<file path="config.mk">
export PLATFORM = sky130hd
export DESIGN_NAME = reload_timer8
export DESIGN_NICKNAME = d
export VERILOG_FILES = /design/src/rtl/tmr_pkg.sv /design/src/rtl/tmr_ctrl.sv /design/src/rtl/tmr_dpath.sv /design/src/rtl/reload_timer8.sv
export SDC_FILE = /design/constraint.sdc
export NUM_CORES = 1
export LEC_CHECK = 0
export ABC_AREA = 1
export CORE_MARGIN = 8
export CORE_UTILIZATION = 55
export DETAILED_ROUTE_END_ITERATION = 16
export PLACE_DENSITY_LB_ADDON = 0.08
export SETUP_SLACK_MARGIN = 0.4
export SLEW_MARGIN = 40
export SYNTH_ARGS = -nofsm -noshare
export SYNTH_HDL_FRONTEND = slang
export SYNTH_SLANG_ARGS = --single-unit
</file>
<file path="constraint.sdc">
create_clock -name clk -period 3 [get_ports clk]
set_input_delay 0.45 -clock clk [delete_from_list [all_inputs] [get_ports clk]]
set_output_delay 0.45 -clock clk [all_outputs]
set_load 0.02 [all_outputs]
</file>
<file path="src/rtl/tmr_pkg.sv">
package tmr_pkg;
  typedef struct packed {
    logic loadStb;   // timer write: load reload and counter
    logic countStb;  // one count event this cycle
    logic clearStb;  // interrupt clear request
  } ctlStb_t;
endpackage

</file>
<file path="src/rtl/tmr_ctrl.sv">
module tmr_ctrl
  import tmr_pkg::*;
#(
  parameter int ADDR_W        = 4,
  parameter int TIMER_ADDR    = 0,
  parameter int SEL_W         = 3,
  parameter int NUM_TAPS      = 6,
  parameter int DIV_BASE_LOG2 = 1,
  parameter int DIV_STEP_LOG2 = 2
) (
  input  logic              clk,
  input  logic              rstN,
  input  logic [ADDR_W-1:0] busAddr,
  input  logic              busWe,
  input  logic [SEL_W-1:0]  clkSel,
  input  logic              evtIn,
  input  logic              irqClr,
  output logic              addrHit,
  output ctlStb_t           stb
);
  localparam int PRE_W = DIV_BASE_LOG2 + DIV_STEP_LOG2 * (NUM_TAPS - 1);
  localparam logic [SEL_W-1:0] SEL_EXT  = SEL_W'(NUM_TAPS);
  localparam logic [SEL_W-1:0] SEL_STOP = SEL_W'(NUM_TAPS + 1);

  logic [PRE_W-1:0]    preCnt;
  logic [NUM_TAPS-1:0] tapPulse;
  logic                evtS1, evtS2, evtS3;
  logic                evtEdge;
  logic                tick;

  always_ff @(posedge clk or negedge rstN) begin
    if (!rstN) begin
      preCnt <= '0;
      evtS1  <= 1'b0;
      evtS2  <= 1'b0;
      evtS3  <= 1'b0;
    end else begin
      preCnt <= preCnt + 1'b1;
      evtS1  <= evtIn;
      evtS2  <= evtS1;
      evtS3  <= evtS2;
    end
  end

  assign evtEdge = evtS2 & ~evtS3;

  for (genvar i = 0; i < NUM_TAPS; i++) begin : g_tap
    localparam int TAP_LOG2 = DIV_BASE_LOG2 + DIV_STEP_LOG2 * i;
    assign tapPulse[i] = &preCnt[TAP_LOG2-1:0];
  end

  always_comb begin
    tick = 1'b0;
    for (int i = 0; i < NUM_TAPS; i++)
      if (clkSel == SEL_W'(i)) tick = tapPulse[i];
    if (clkSel == SEL_EXT) tick = evtEdge;
  end

  assign addrHit      = (busAddr == ADDR_W'(TIMER_ADDR));
  assign stb.loadStb  = busWe & addrHit;
  assign stb.countStb = tick;
  assign stb.clearStb = irqClr;


  stop_silent_chk: assert property (@(posedge clk) disable iff (!rstN)
    (clkSel == SEL_STOP) |-> !stb.countStb);


  evt_single_chk: assert property (@(posedge clk) disable iff (!rstN)
    (clkSel == SEL_EXT && stb.countStb) |=> !(clkSel == SEL_EXT && stb.countStb));
endmodule

</file>
<file path="src/rtl/tmr_dpath.sv">
module tmr_dpath
  import tmr_pkg::*;
#(
  parameter int CNT_W = 8
) (
  input  logic             clk,
  input  logic             rstN,
  input  ctlStb_t          stb,
  input  logic [CNT_W-1:0] wdata,
  input  logic             autoReload,
  output logic [CNT_W-1:0] cnt,
  output logic             irqFlag
);
  localparam logic [CNT_W-1:0] CNT_MAX = '1;

  logic [CNT_W-1:0] reloadReg;
  logic             atMax;
  logic             ovf;

  assign atMax = (cnt == CNT_MAX);
  assign ovf   = stb.countStb & ~stb.loadStb & atMax;

  always_ff @(posedge clk or negedge rstN) begin
    if (!rstN) begin
      cnt       <= '0;
      reloadReg <= '0;
    end else if (stb.loadStb) begin
      cnt       <= wdata;
      reloadReg <= wdata;
    end else if (stb.countStb) begin
      if (atMax) cnt <= autoReload ? reloadReg : '0;
      else       cnt <= cnt + 1'b1;
    end
  end

  always_ff @(posedge clk or negedge rstN) begin
    if (!rstN)             irqFlag <= 1'b0;
    else if (ovf)          irqFlag <= 1'b1;
    else if (stb.clearStb) irqFlag <= 1'b0;
  end


  load_value_chk: assert property (@(posedge clk) disable iff (!rstN)
    stb.loadStb |=> cnt == $past(wdata));


  step_chk: assert property (@(posedge clk) disable iff (!rstN)
    (stb.countStb && !stb.loadStb && cnt != CNT_MAX) |=> cnt == $past(cnt) + 1'b1);


  wrap_zero_chk: assert property (@(posedge clk) disable iff (!rstN)
    (stb.countStb && !stb.loadStb && cnt == CNT_MAX && !autoReload) |=> cnt == '0);


  reload_chk: assert property (@(posedge clk) disable iff (!rstN)
    (stb.countStb && !stb.loadStb && cnt == CNT_MAX && autoReload) |=> cnt == $past(reloadReg));


  hold_chk: assert property (@(posedge clk) disable iff (!rstN)
    (!stb.countStb && !stb.loadStb) |=> $stable(cnt));


  flag_set_chk: assert property (@(posedge clk) disable iff (!rstN)
    (stb.countStb && !stb.loadStb && cnt == CNT_MAX) |=> irqFlag);


  flag_clear_chk: assert property (@(posedge clk) disable iff (!rstN)
    (stb.clearStb && !(stb.countStb && !stb.loadStb && cnt == CNT_MAX)) |=> !irqFlag);
endmodule

</file>
<file path="src/rtl/reload_timer8.sv">
module reload_timer8
  import tmr_pkg::*;
#(
  parameter int ADDR_W     = 4,
  parameter int TIMER_ADDR = 0,
  parameter int CNT_W      = 8,
  parameter int SEL_W      = 3,
  parameter int NUM_TAPS   = 6
) (
  input  logic              clk,
  input  logic              rstN,
  input  logic [ADDR_W-1:0] busAddr,
  input  logic              busWe,
  input  logic [CNT_W-1:0]  busWdata,
  output logic [CNT_W-1:0]  busRdata,
  input  logic [SEL_W-1:0]  clkSel,
  input  logic              autoReload,
  input  logic              evtIn,
  input  logic              irqClr,
  output logic              irqReq
);
  ctlStb_t          stb;
  logic             addrHit;
  logic [CNT_W-1:0] cnt;

  tmr_ctrl #(
    .ADDR_W(ADDR_W), .TIMER_ADDR(TIMER_ADDR), .SEL_W(SEL_W),
    .NUM_TAPS(NUM_TAPS), .DIV_BASE_LOG2(1), .DIV_STEP_LOG2(2)
  ) u_ctrl (
    .clk(clk), .rstN(rstN), .busAddr(busAddr), .busWe(busWe),
    .clkSel(clkSel), .evtIn(evtIn), .irqClr(irqClr),
    .addrHit(addrHit), .stb(stb)
  );

  tmr_dpath #(.CNT_W(CNT_W)) u_dpath (
    .clk(clk), .rstN(rstN), .stb(stb), .wdata(busWdata),
    .autoReload(autoReload), .cnt(cnt), .irqFlag(irqReq)
  );

  assign busRdata = addrHit ? cnt : '0;
endmodule

</file>
==> results of run 1 <==
-- worst max path at each step --
| stage | to | slack, ns | cells past startpoint |
|---|---|---|---|
| 2_1_floorplan | u_dpath.cnt[2] | 1.27 | 12 |
| 5_1_grt | busRdata[7] | 0.47 | 5 |
| 3_3_place_gp | busRdata[4] | 0.56 | 5 |
| 6_report | busRdata[4] | 0.59 | 5 |
| 4_1_cts | busRdata[4] | 0.52 | 5 |
| 3_5_place_dp | busRdata[4] | 0.53 | 5 |
-- kinds of logic after synthesis --
group	share of synthesized area, %
adder cells (fa/ha/maj)	3.701
buffers and inverters	6.736
flip-flops	45.89
AO/OA/AOI/OAI	7.254
AND/OR/NAND/NOR	32.79
XOR/XNOR	3.627
-- metrics by stage --
step	util, %	hold slack, ns	instances	cell area [um^2]	setup slack (ns)
after global routing	70.17	0.3717	271	2090	0.4703
final	70.17	0.3594	271	2090	0.5931
after floorplan	-	0.1544	201	1690	1.271
after global placement	67.98	0.3337	263	2024	0.5621
after CTS	70.08	0.3614	271	2087	0.5203
after detailed placement	67.98	0.3347	263	2024	0.5255
-- power groups by stage --
stage	Combinational (mW)	Sequential, mW	Clock (mW)
4_1_cts	0.268	0.541	0.268
6_report	0.267	0.542	0.259
3_5_place_dp	0.264	0.549	0
2_1_floorplan	0.188	0.533	0
3_3_place_gp	0.256	0.544	0
5_1_grt	0.312	0.552	0.278
-- metal layers --
layer	share of wire [%]	vias up	wire length (um)
met5	0	-	0
met4	2.6	0	94
met3	6.1	10	223
met2	45	44	1637
met1	47	691	1719
li1	-	726	-
-- flip-flops by register name (all words and copies together) (netlist names) --
name               cells
u_ctrl.evtS1           1
u_ctrl.evtS2           1
u_ctrl.evtS3           1
u_ctrl.preCnt         11
u_dpath.cnt            8
u_dpath.irqFlag        1
u_dpath.reloadReg      8
-- cell type report --
cell class | instances | area share, %
timing repair buffer | 31 | 14.61
inverter | 27 | 4.850
multi-input combinational | 141 | 38.44
clock buffer | 5 | 1.796
tap | 33 | 1.976
clock inverter | 3 | 1.198
sequential | 31 | 37.13
-- placed cells by master, fill, tap and decap left out --
cell type,n
nand2_4,1
a31oi_1,1
nor2_1,13
clkbuf_4,5
o211ai_1,4
xor2_1,6
nand3_1,9
nor3_1,2
dfrtp_1,31
xnor2_1,1
nand3_2,3
buf_4,2
clkinv_1,1
clkinv_4,2
inv_1,24
nor2_4,3
nand3_4,1
nand4_1,8
nor2_2,2
inv_2,2
nand2_2,6
nor3_2,3
o21ai_0,7
o21a_1,1
a21oi_1,5
o221ai_1,1
o21ai_1,2
clkinvlp_4,1
nand3b_4,1
clkdlybuf4s50_1,29
nand2_1,56
ha_1,5
==> summary.txt, run 1 <==
Status
  • Status: finished, final reports clean

Clock tree
  • Post-CTS Hold Buffers: 0
  • Worst-path clk slew: 0.11 ns
  • Post_cts resized: 0
  • CTS max path bufs: 2
  • # Post-CTS Setup Buffers: 0
  • CTS buffer count: 5
  • Worst-Skew Late Latency: 0.34 ns
  • CTS root buf: clkbuf_4
  • Number of H-tree levels: 2
  • Clk sinks: 31
  • CTS tree: yes

Worst setup path
  • Largest delay share family, worst path: buffers and inverters
  • Worst path max stage delay: 0.61 ns
  • R2R setup slack: 0.98 ns
  • Worst R2R Path Depth: 12
  • Critical path class: input port to output port
  • Critical-path cell list: clkdlybuf4s50_1 -> nor2_1 -> nand2_2 -> nor2_1 -> clkdlybuf4s50_1
  • Worst Path Required: 2.55 ns
  • R2r endpoint: u_dpath.cnt[1]
  • Worst path bufs/invs: 2
  • Worst-path maximum fanout: 8
  • Crit path from: busAddr[3]
  • Critical path data arrival time: 1.96 ns
  • Startpoint class of the critical path: input port
  • Worst r2r src: u_ctrl.preCnt[0]
  • Max stage delay cell, worst path: clkdlybuf4s50_1
  • Crit end category: output port

Synth
  • Area leader, netlist: dfrtp_1
  • EDFF count, synth: 0
  • Mapped cell area: about 1700 um^2
  • Synth area leaders: dfrtp_1, nand2_1, inv_1, ha_1, xor2_1
  • Synth top cells by count: nand2_1, dfrtp_1, inv_1, nor2_1, nand3_1
  • Top FF cell, synth: dfrtp_1
  • Async SR Flop Fraction: 100.0%
  • Yosys top cell area share: 45.89%
  • Seq cells post-synth: 31
  • Unique masters post-synth: 29
  • Mean post-synth cell area: 8.410 um^2
  • Synth warn: 0
  • Post-synthesis sequential area ratio: around 46%
  • Synth Instances: 201
  • Syn Nets: 227
  • Count leader, synth: nand2_1

Floorplanning
  • Die Height: 71.44 um
  • Placement Rows: 20
  • # IOs: 30
  • Die X: 71.44 um
  • Die area: 5104 um^2
  • Core ar.: 2978 um^2
  • Starting Density: 56.76%

Timing
  • Period minus WS final: about 2.4 ns
  • Setup TNS: 0 ns
  • Fmax: between 0.4 and 0.5 GHz
  • Finish-stage setup viols: 0
  • Final Hold Viols: 0
  • Tcrit/Tclk final: between 80% and 90%
  • RSZ-0062 raised after global routing: false
  • Least-Margin Pin Slew: 0.3904 ns
  • Slew Viols, Final: 0
  • Slew HR: between 70 and 80%
  • Clock skew: 0.003895 ns

Placement
  • Placer congestion estimate: 0.8584
  • Post-DP HPWL: 2726 um
  • IO Port Bufs: 29

Hold path
  • Worst Hold Class: flop to flop
  • Hold Startpoint: u_ctrl.evtS1
  • Hold endpoint: u_ctrl.evtS2
  • WHS Path Cells: 0

Power
  • Sw frac: 34.78%
  • Internal power: ~0.70 mW
  • Maximum VDD drop: 0.3966 mV
  • Leakage Power: 1.009 nW
  • Reg power frac: 50.8%
  • Net Sw Power: about 0.37 mW
  • Pwr/cell area: roughly 510 nW/um^2
  • Comb pwr share: 25.0%
  • Clk pwr share: approximately 24%
  • Pwr Total: 1.068 mW

GRT
  • Initial antenna violation count: 0
  • Busiest layer in global routing: met2
  • Vias in the first global route: 1,523
  • Grt total ovfl: 0
  • M1 GR Usage: 19.37%
  • Met2 Use GR: approximately a quarter
  • Largest net degree at the start of global routing: 32
  • Global Route Usage Sum: between 15 and 20%
  • M3 GR Usage: 4.463%
  • First-pass GRT wire length: roughly 6500 um

Cells and area
  • Area of the multi-input gates: 803.3 um^2
  • Ant. Diodes: 0
  • Area added between synthesis and finish: 23.61%
  • Share of cells above drive strength 1: 13.45%
  • Filler Cell Count: around 230
  • Seq. cell area: slightly below 800 um^2
  • Fin nets: 263

Flow run
  • Max-Cap Viols: 0

Detailed routing
  • Final wirelength: around 3700 um
  • Via Count: 1,471
  • DRC errors left: 0
  • Drt via density: 5.428
  • DRT Pass-1 Iters: 5
  • Iter 0 DRT Violations: 111
  • ANT nets after route: 0
  • WL per Instance: about 14 um
Power figures use the tool's default switching activity.
==> run 2, diff against run 1 <==
CORE_UTILIZATION = 47   (was 55)
clock period = 1.9 ns   (was 3 ns; I/O delays follow)
==> summary.txt, run 2 (synthesized netlist as in run 1, its figures left out) <==
Detailed routing
  • Final wirelength: 4077 um (+11%)
  • Via Count: 1,574 (+7.0%)
  • DRC errors left: 0 (unchanged)
  • Iter 0 DRT Violations: 114 (+2.7%)
  • Drt via density: 5.144 (-5.2%)
  • DRT Pass-1 Iters: 6 (+1)
  • ANT nets after route: 0 (unchanged)
  • WL per Instance: 13.32 um (-1.8%)

Floorplanning
  • Core ar.: 3390 um^2 (+14%)
  • Die area: 5771 um^2 (+13%)
  • Die X: 75.97 um (+6.3%)
  • Die Height: 75.97 um (+6.3%)
  • Placement Rows: 21 (+5.0%)
  • Starting Density: 49.87% (-6.9 points)
  • # IOs: 30 (unchanged)

Clock tree
  • CTS root buf: clkbuf_4
  • CTS buffer count: 5 (unchanged)
  • Worst-Skew Late Latency: 0.34 ns (about the same)
  • Worst-path clk slew: 0.10 ns (about the same)
  • CTS max path bufs: 2 (unchanged)
  • CTS tree: yes
  • Number of H-tree levels: 2 (unchanged)
  • Clk sinks: 31 (unchanged)
  • Post-CTS Hold Buffers: 0 (unchanged)

Timing
  • Post-layout worst setup margin: 0.1440 ns (-0.4491 ns)
  • Period minus WS final: 1.756 ns
  • Least-Margin Pin Slew: 0.3966 ns (+0.006181 ns)
  • Slew HR: 73.56% (-0.41 points)
  • Slew Viols, Final: 0 (unchanged)
  • Final Hold Viols: 0 (unchanged)
  • Fmax: 0.5695 GHz
  • RSZ-0062 raised after global routing: true
  • Setup TNS: 0 ns (unchanged)
  • Tcrit/Tclk final: between 90% and 100%
  • Finish-stage setup viols: 0 (unchanged)
  • Clock skew: 0.01032 ns (+0.006429 ns)

Worst setup path
  • Crit path from: u_ctrl.preCnt[1]
  • Startpoint class of the critical path: flop
  • Worst path max stage delay: 0.39 ns (-0.22 ns)
  • Worst path bufs/invs: 0 (-2)
  • R2R setup slack: 0.14 ns (-0.84 ns)
  • Max stage delay cell, worst path: dfrtp_1
  • Worst r2r src: u_ctrl.preCnt[1]
  • Worst Path Required: 2.13 ns (-0.42 ns)
  • Critical-path cell list: ha_2 -> nand2_2 -> nor2_4 -> nand2_2 -> nor2_2 -> ha_2 -> o211ai_1 -> nand2_2 -> nand2_4 -> nand3_4 -> nand2_1 -> nand2_1
  • Most used cell, CP: nand2_2
  • Largest delay share family, worst path: simple AND/OR/NAND/NOR gates
  • Worst setup path end: u_dpath.cnt[1]
  • Critical path data arrival time: 1.99 ns (+0.03 ns)
  • Worst R2R Path Depth: 12 (unchanged)
  • Critical path class: flop to flop
  • Crit path depth: 12 (+7)
  • R2r endpoint: u_dpath.cnt[1]
  • Crit end category: flop
  • Worst-path maximum fanout: 8 (unchanged)

GRT
  • First-pass GRT wire length: 7093 um (+8.3%)
  • Global Route Usage Sum: 14.72% (-1.4 points)
  • Vias in the first global route: 1,549 (+1.7%)
  • Largest net degree at the start of global routing: 32 (unchanged)
  • Grt total ovfl: 0 (unchanged)
  • Initial antenna violation count: 0 (unchanged)

Cells and area
  • Largest registers: u_ctrl.preCnt x11, u_dpath.cnt x8, u_dpath.reloadReg x8
  • Top reg by flops: u_ctrl.preCnt
  • Ant. Diodes: 0 (unchanged)
  • Leading cell type in the layout, fill and taps excluded: nand2_1
  • Share of cells above drive strength 1: 28.08% (+15 points)
  • Area added between synthesis and finish: 36.20%
  • Max reg flops: 11 (unchanged)
  • Most frequent cells in the layout: nand2_1, dfrtp_1, inv_1
  • Fin nets: 285 (+8.4%)

Placement
  • IO Port Bufs: 29 (unchanged)
  • Placer congestion estimate: 0.9170 (+6.8%)
  • Post-DP HPWL: 2871 um (+5.3%)
  • Pre-CTS setup slack: -0.2316 ns (-0.7571 ns)

Power
  • Leakage Power: 1.157 nW (+15%)
  • Pwr/cell area: 786.6 nW/um^2 (+54%)
  • Maximum VDD drop: 0.5252 mV (+32%)

Flow run
  • Max-Cap Viols: 0 (unchanged)

Status
  • Status: finished, final reports clean

Hold path
  • Worst Hold Class: input port to asynchronous set/reset pin
-- run 2: worst min-delay path by stage --
stage | startpoint | end | slack [ns] | cells past startpoint
2_1_floorplan | rstN | u_ctrl.evtS1 | -0.01 | 0
3_3_place_gp | u_ctrl.evtS1 | u_ctrl.evtS2 | 0.33 | 0
3_5_place_dp | u_ctrl.evtS1 | u_ctrl.evtS2 | 0.35 | 0
4_1_cts | rstN | u_dpath.reloadReg[6] | 0.35 | 2
5_1_grt | u_ctrl.evtS1 | u_ctrl.evtS2 | 0.36 | 0
6_report | rstN | u_dpath.cnt[7] | 0.34 | 2
-- run 2: report_power, final --
part	total, mW	switching, mW	leakage, nW	internal (mW)
clock	0.449	0.232	0.0386	0.218
combinational	0.517	0.268	0.727	0.249
sequential	0.845	0.0792	0.391	0.765
-- run 2: what timing repair did --
item                                    4_1_cts  5_1_grt
endpoints found under the setup margin       18       18
buffers inserted                              6        8
pin swaps                                     8        7
gates resized for setup                      39       15
endpoints found under the hold margin         0        0
gates cloned                                  1        0
-- run 2: area by class of cell --
type                            count  area (um^2)
Inverter                           27        101.3
Sequential cell                    31        778.2
Clock buffer                        8        68.82
Tap cell                           46        57.56
Multi-Input combinational cell    142        863.3
Timing Repair Buffer               52        432.9
Fill cell                         278         1087
-- run 2: per-layer routing --
metal | global-route usage [%] | up-vias | part of all wire (%)
met5 | 0 | - | 0
met4 | 5.882 | 0 | 1.7
met3 | 5.307 | 7 | 6.9
met2 | 23.22 | 49 | 47
met1 | 17.68 | 749 | 44
li1 | - | 769 | -
-- run 2: through the flow --
step | power (mW) | area, um^2 | util [%] | instances | hold slack [ns]
after floorplan | 1.138 | 1698 | - | 201 | -0.01059
after detailed placement | 1.287 | 2101 | 61.98 | 283 | 0.3457
after global routing | 1.935 | 2302 | 67.92 | 306 | 0.3627
final | 1.811 | 2302 | 67.92 | 306 | 0.3382
after CTS | 1.764 | 2247 | 66.30 | 298 | 0.3523
after global placement | 1.273 | 2101 | 61.98 | 283 | 0.3320
==> run 3, diff against run 2 <==
SKIP_CTS_REPAIR_TIMING = 1   (was not set)
==> summary.txt, run 3 (synthesized netlist as in run 1, its figures left out) <==
Worst setup path
  • Crit path from: u_ctrl.preCnt[0]
  • Worst Path Required: 2.13 ns (about the same)
  • R2R setup slack: 0.09 ns (-0.06 ns)
  • Crit end category: flop
  • Worst setup path end: u_dpath.cnt[0]
  • Worst path max stage delay: 0.42 ns (+0.03 ns)
  • Critical path class: flop to flop
  • Worst R2R Path Depth: 12 (unchanged)
  • R2r endpoint: u_dpath.cnt[0]
  • Critical path data arrival time: 2.04 ns (+0.05 ns)
  • Most used cell, CP: nand2_2
  • Worst r2r src: u_ctrl.preCnt[0]
  • Max stage delay cell, worst path: dfrtp_1
  • Critical-path cell list: ha_2 -> nand2_2 -> nor2_4 -> nand2_2 -> nor2_2 -> ha_2 -> o211ai_1 -> nand2_2 -> nand2_4 -> nand3_4 -> nand2_1 -> nand2_1
  • Worst path bufs/invs: 0 (unchanged)
  • Crit path depth: 12 (unchanged)
  • Startpoint class of the critical path: flop
  • Largest delay share family, worst path: simple AND/OR/NAND/NOR gates
  • Worst-path maximum fanout: 8 (unchanged)

Detailed routing
  • DRC errors left: 0 (unchanged)
  • WL per Instance: 13.71 um (+2.9%)
  • Drt via density: 5.125 (-0.37%)
  • Final wirelength: 4071 um (-0.15%)
  • DRT Pass-1 Iters: 4 (-2)
  • ANT nets after route: 0 (unchanged)
  • Via Count: 1,522 (-3.3%)
  • Iter 0 DRT Violations: 114 (unchanged)

Floorplanning
  • Core ar.: 3390 um^2 (unchanged)
  • Die X: 75.97 um (unchanged)
  • Die area: 5771 um^2 (unchanged)
  • Starting Density: 49.87% (unchanged)
  • Die Height: 75.97 um (unchanged)
  • # IOs: 30 (unchanged)
  • Placement Rows: 21 (unchanged)

Cells and area
  • Largest registers: u_ctrl.preCnt x11, u_dpath.cnt x8, u_dpath.reloadReg x8
  • Fin nets: 276 (-3.2%)
  • Share of cells above drive strength 1: 24.70% (-3.4 points)
  • Area of the multi-input gates: 864.6 um^2 (+0.14%)
  • Final core utilization: 67.15% (-0.78 points)
  • Leading cell type in the layout, fill and taps excluded: nand2_1
  • Area added between synthesis and finish: 34.64%
  • Most frequent cells in the layout: nand2_1, dfrtp_1, inv_1
  • Max reg flops: 11 (unchanged)
  • Filler Cell Count: 271 (-2.5%)
  • Top reg by flops: u_ctrl.preCnt
  • Seq. cell area: 775.7 um^2 (-0.32%)
  • Ant. Diodes: 0 (unchanged)

Clock tree
  • Number of H-tree levels: 2 (unchanged)
  • Clk sinks: 31 (unchanged)
  • Worst-Skew Late Latency: 0.34 ns (about the same)
  • CTS max path bufs: 2 (unchanged)
  • CTS buffer count: 5 (unchanged)
  • CTS tree: yes
  • CTS root buf: clkbuf_4
  • Worst-path clk slew: 0.10 ns (about the same)

Timing
  • Clock skew: 0.01097 ns (+0.0006505 ns)
  • Slew Viols, Final: 0 (unchanged)
  • Setup TNS: 0 ns (unchanged)
  • Fmax: 0.5511 GHz (-3.2%)
  • RSZ-0062 raised after global routing: true
  • Slew HR: 73.54% (about the same)
  • Least-Margin Pin Slew: 0.3970 ns (+0.0004096 ns)
  • Final Hold Viols: 0 (unchanged)
  • Tcrit/Tclk final: 95.51% (+3.1 points)
  • Finish-stage setup viols: 0 (unchanged)
  • Period minus WS final: 1.815 ns (+0.05865 ns)

Power
  • Leakage Power: 1.224 nW (+5.8%)
  • Maximum VDD drop: 0.4936 mV (-6.0%)
  • Pwr/cell area: 774.1 nW/um^2 (-1.6%)

Hold path
  • Worst Hold Class: input port to asynchronous set/reset pin

GRT
  • Initial antenna violation count: 0 (unchanged)
  • First-pass GRT wire length: 6720 um (-5.3%)
  • Global Route Usage Sum: 13.98% (-0.74 points)
  • Grt total ovfl: 0 (unchanged)
  • Vias in the first global route: 1,472 (-5.0%)
  • Largest net degree at the start of global routing: 32 (unchanged)

Flow run
  • Max-Cap Viols: 0 (unchanged)

Placement
  • Placer congestion estimate: 0.9170 (unchanged)
  • IO Port Bufs: 29 (unchanged)
  • Post-DP HPWL: 2871 um (unchanged)

Status
  • Status: finished, final reports clean
[run 3: worst min-delay path by stage]
stage	to	startpoint	cells past startpoint	slack, ns
2_1_floorplan	u_ctrl.evtS1	rstN	0	-0.01
3_3_place_gp	u_ctrl.evtS2	u_ctrl.evtS1	0	0.33
3_5_place_dp	u_ctrl.evtS2	u_ctrl.evtS1	0	0.35
4_1_cts	u_dpath.reloadReg[6]	rstN	2	0.35
5_1_grt	u_ctrl.evtS2	u_ctrl.evtS1	0	0.36
6_report	u_dpath.cnt[7]	rstN	2	0.34
[run 3: routing by layer]
layer | track usage (%) | part of all wire, % | up-vias
met3 | 5.189 | 4.7 | 7
li1 | - | - | 753
met5 | 0 | 0 | -
met2 | 21.17 | 46 | 31
met1 | 17.33 | 47 | 731
met4 | 5.882 | 1.6 | 0
[run 3: area by class of cell]
class,count,area share [%]
multi-input cells,142,37.99
flip-flops and latches,31,34.08
repair buffers,43,17.92
inverters,27,4.453
clock buffers,8,3.024
well taps,46,2.529
[run 3: where the power goes]
part           internal (mW)  total, mW  switching [mW]
registers              0.762      0.854          0.0915
clock network          0.218      0.449           0.231
logic                  0.206      0.459           0.252
[run 3: metrics by stage]
step / setup slack, ns / area [um^2] / total power, mW / hold slack (ns) / cells
finish: 0.08536 / 2276 / 1.762 / 0.3427 / 297
global route: -0.04030 / 2276 / 1.881 / 0.3632 / 297
CTS: -0.2428 / 2170 / 1.739 / 0.3523 / 291
detailed placement: -0.2316 / 2101 / 1.287 / 0.3457 / 283
global placement: -0.1859 / 2101 / 1.273 / 0.3320 / 283
floorplan: 0.2209 / 1698 / 1.138 / -0.01059 / 201
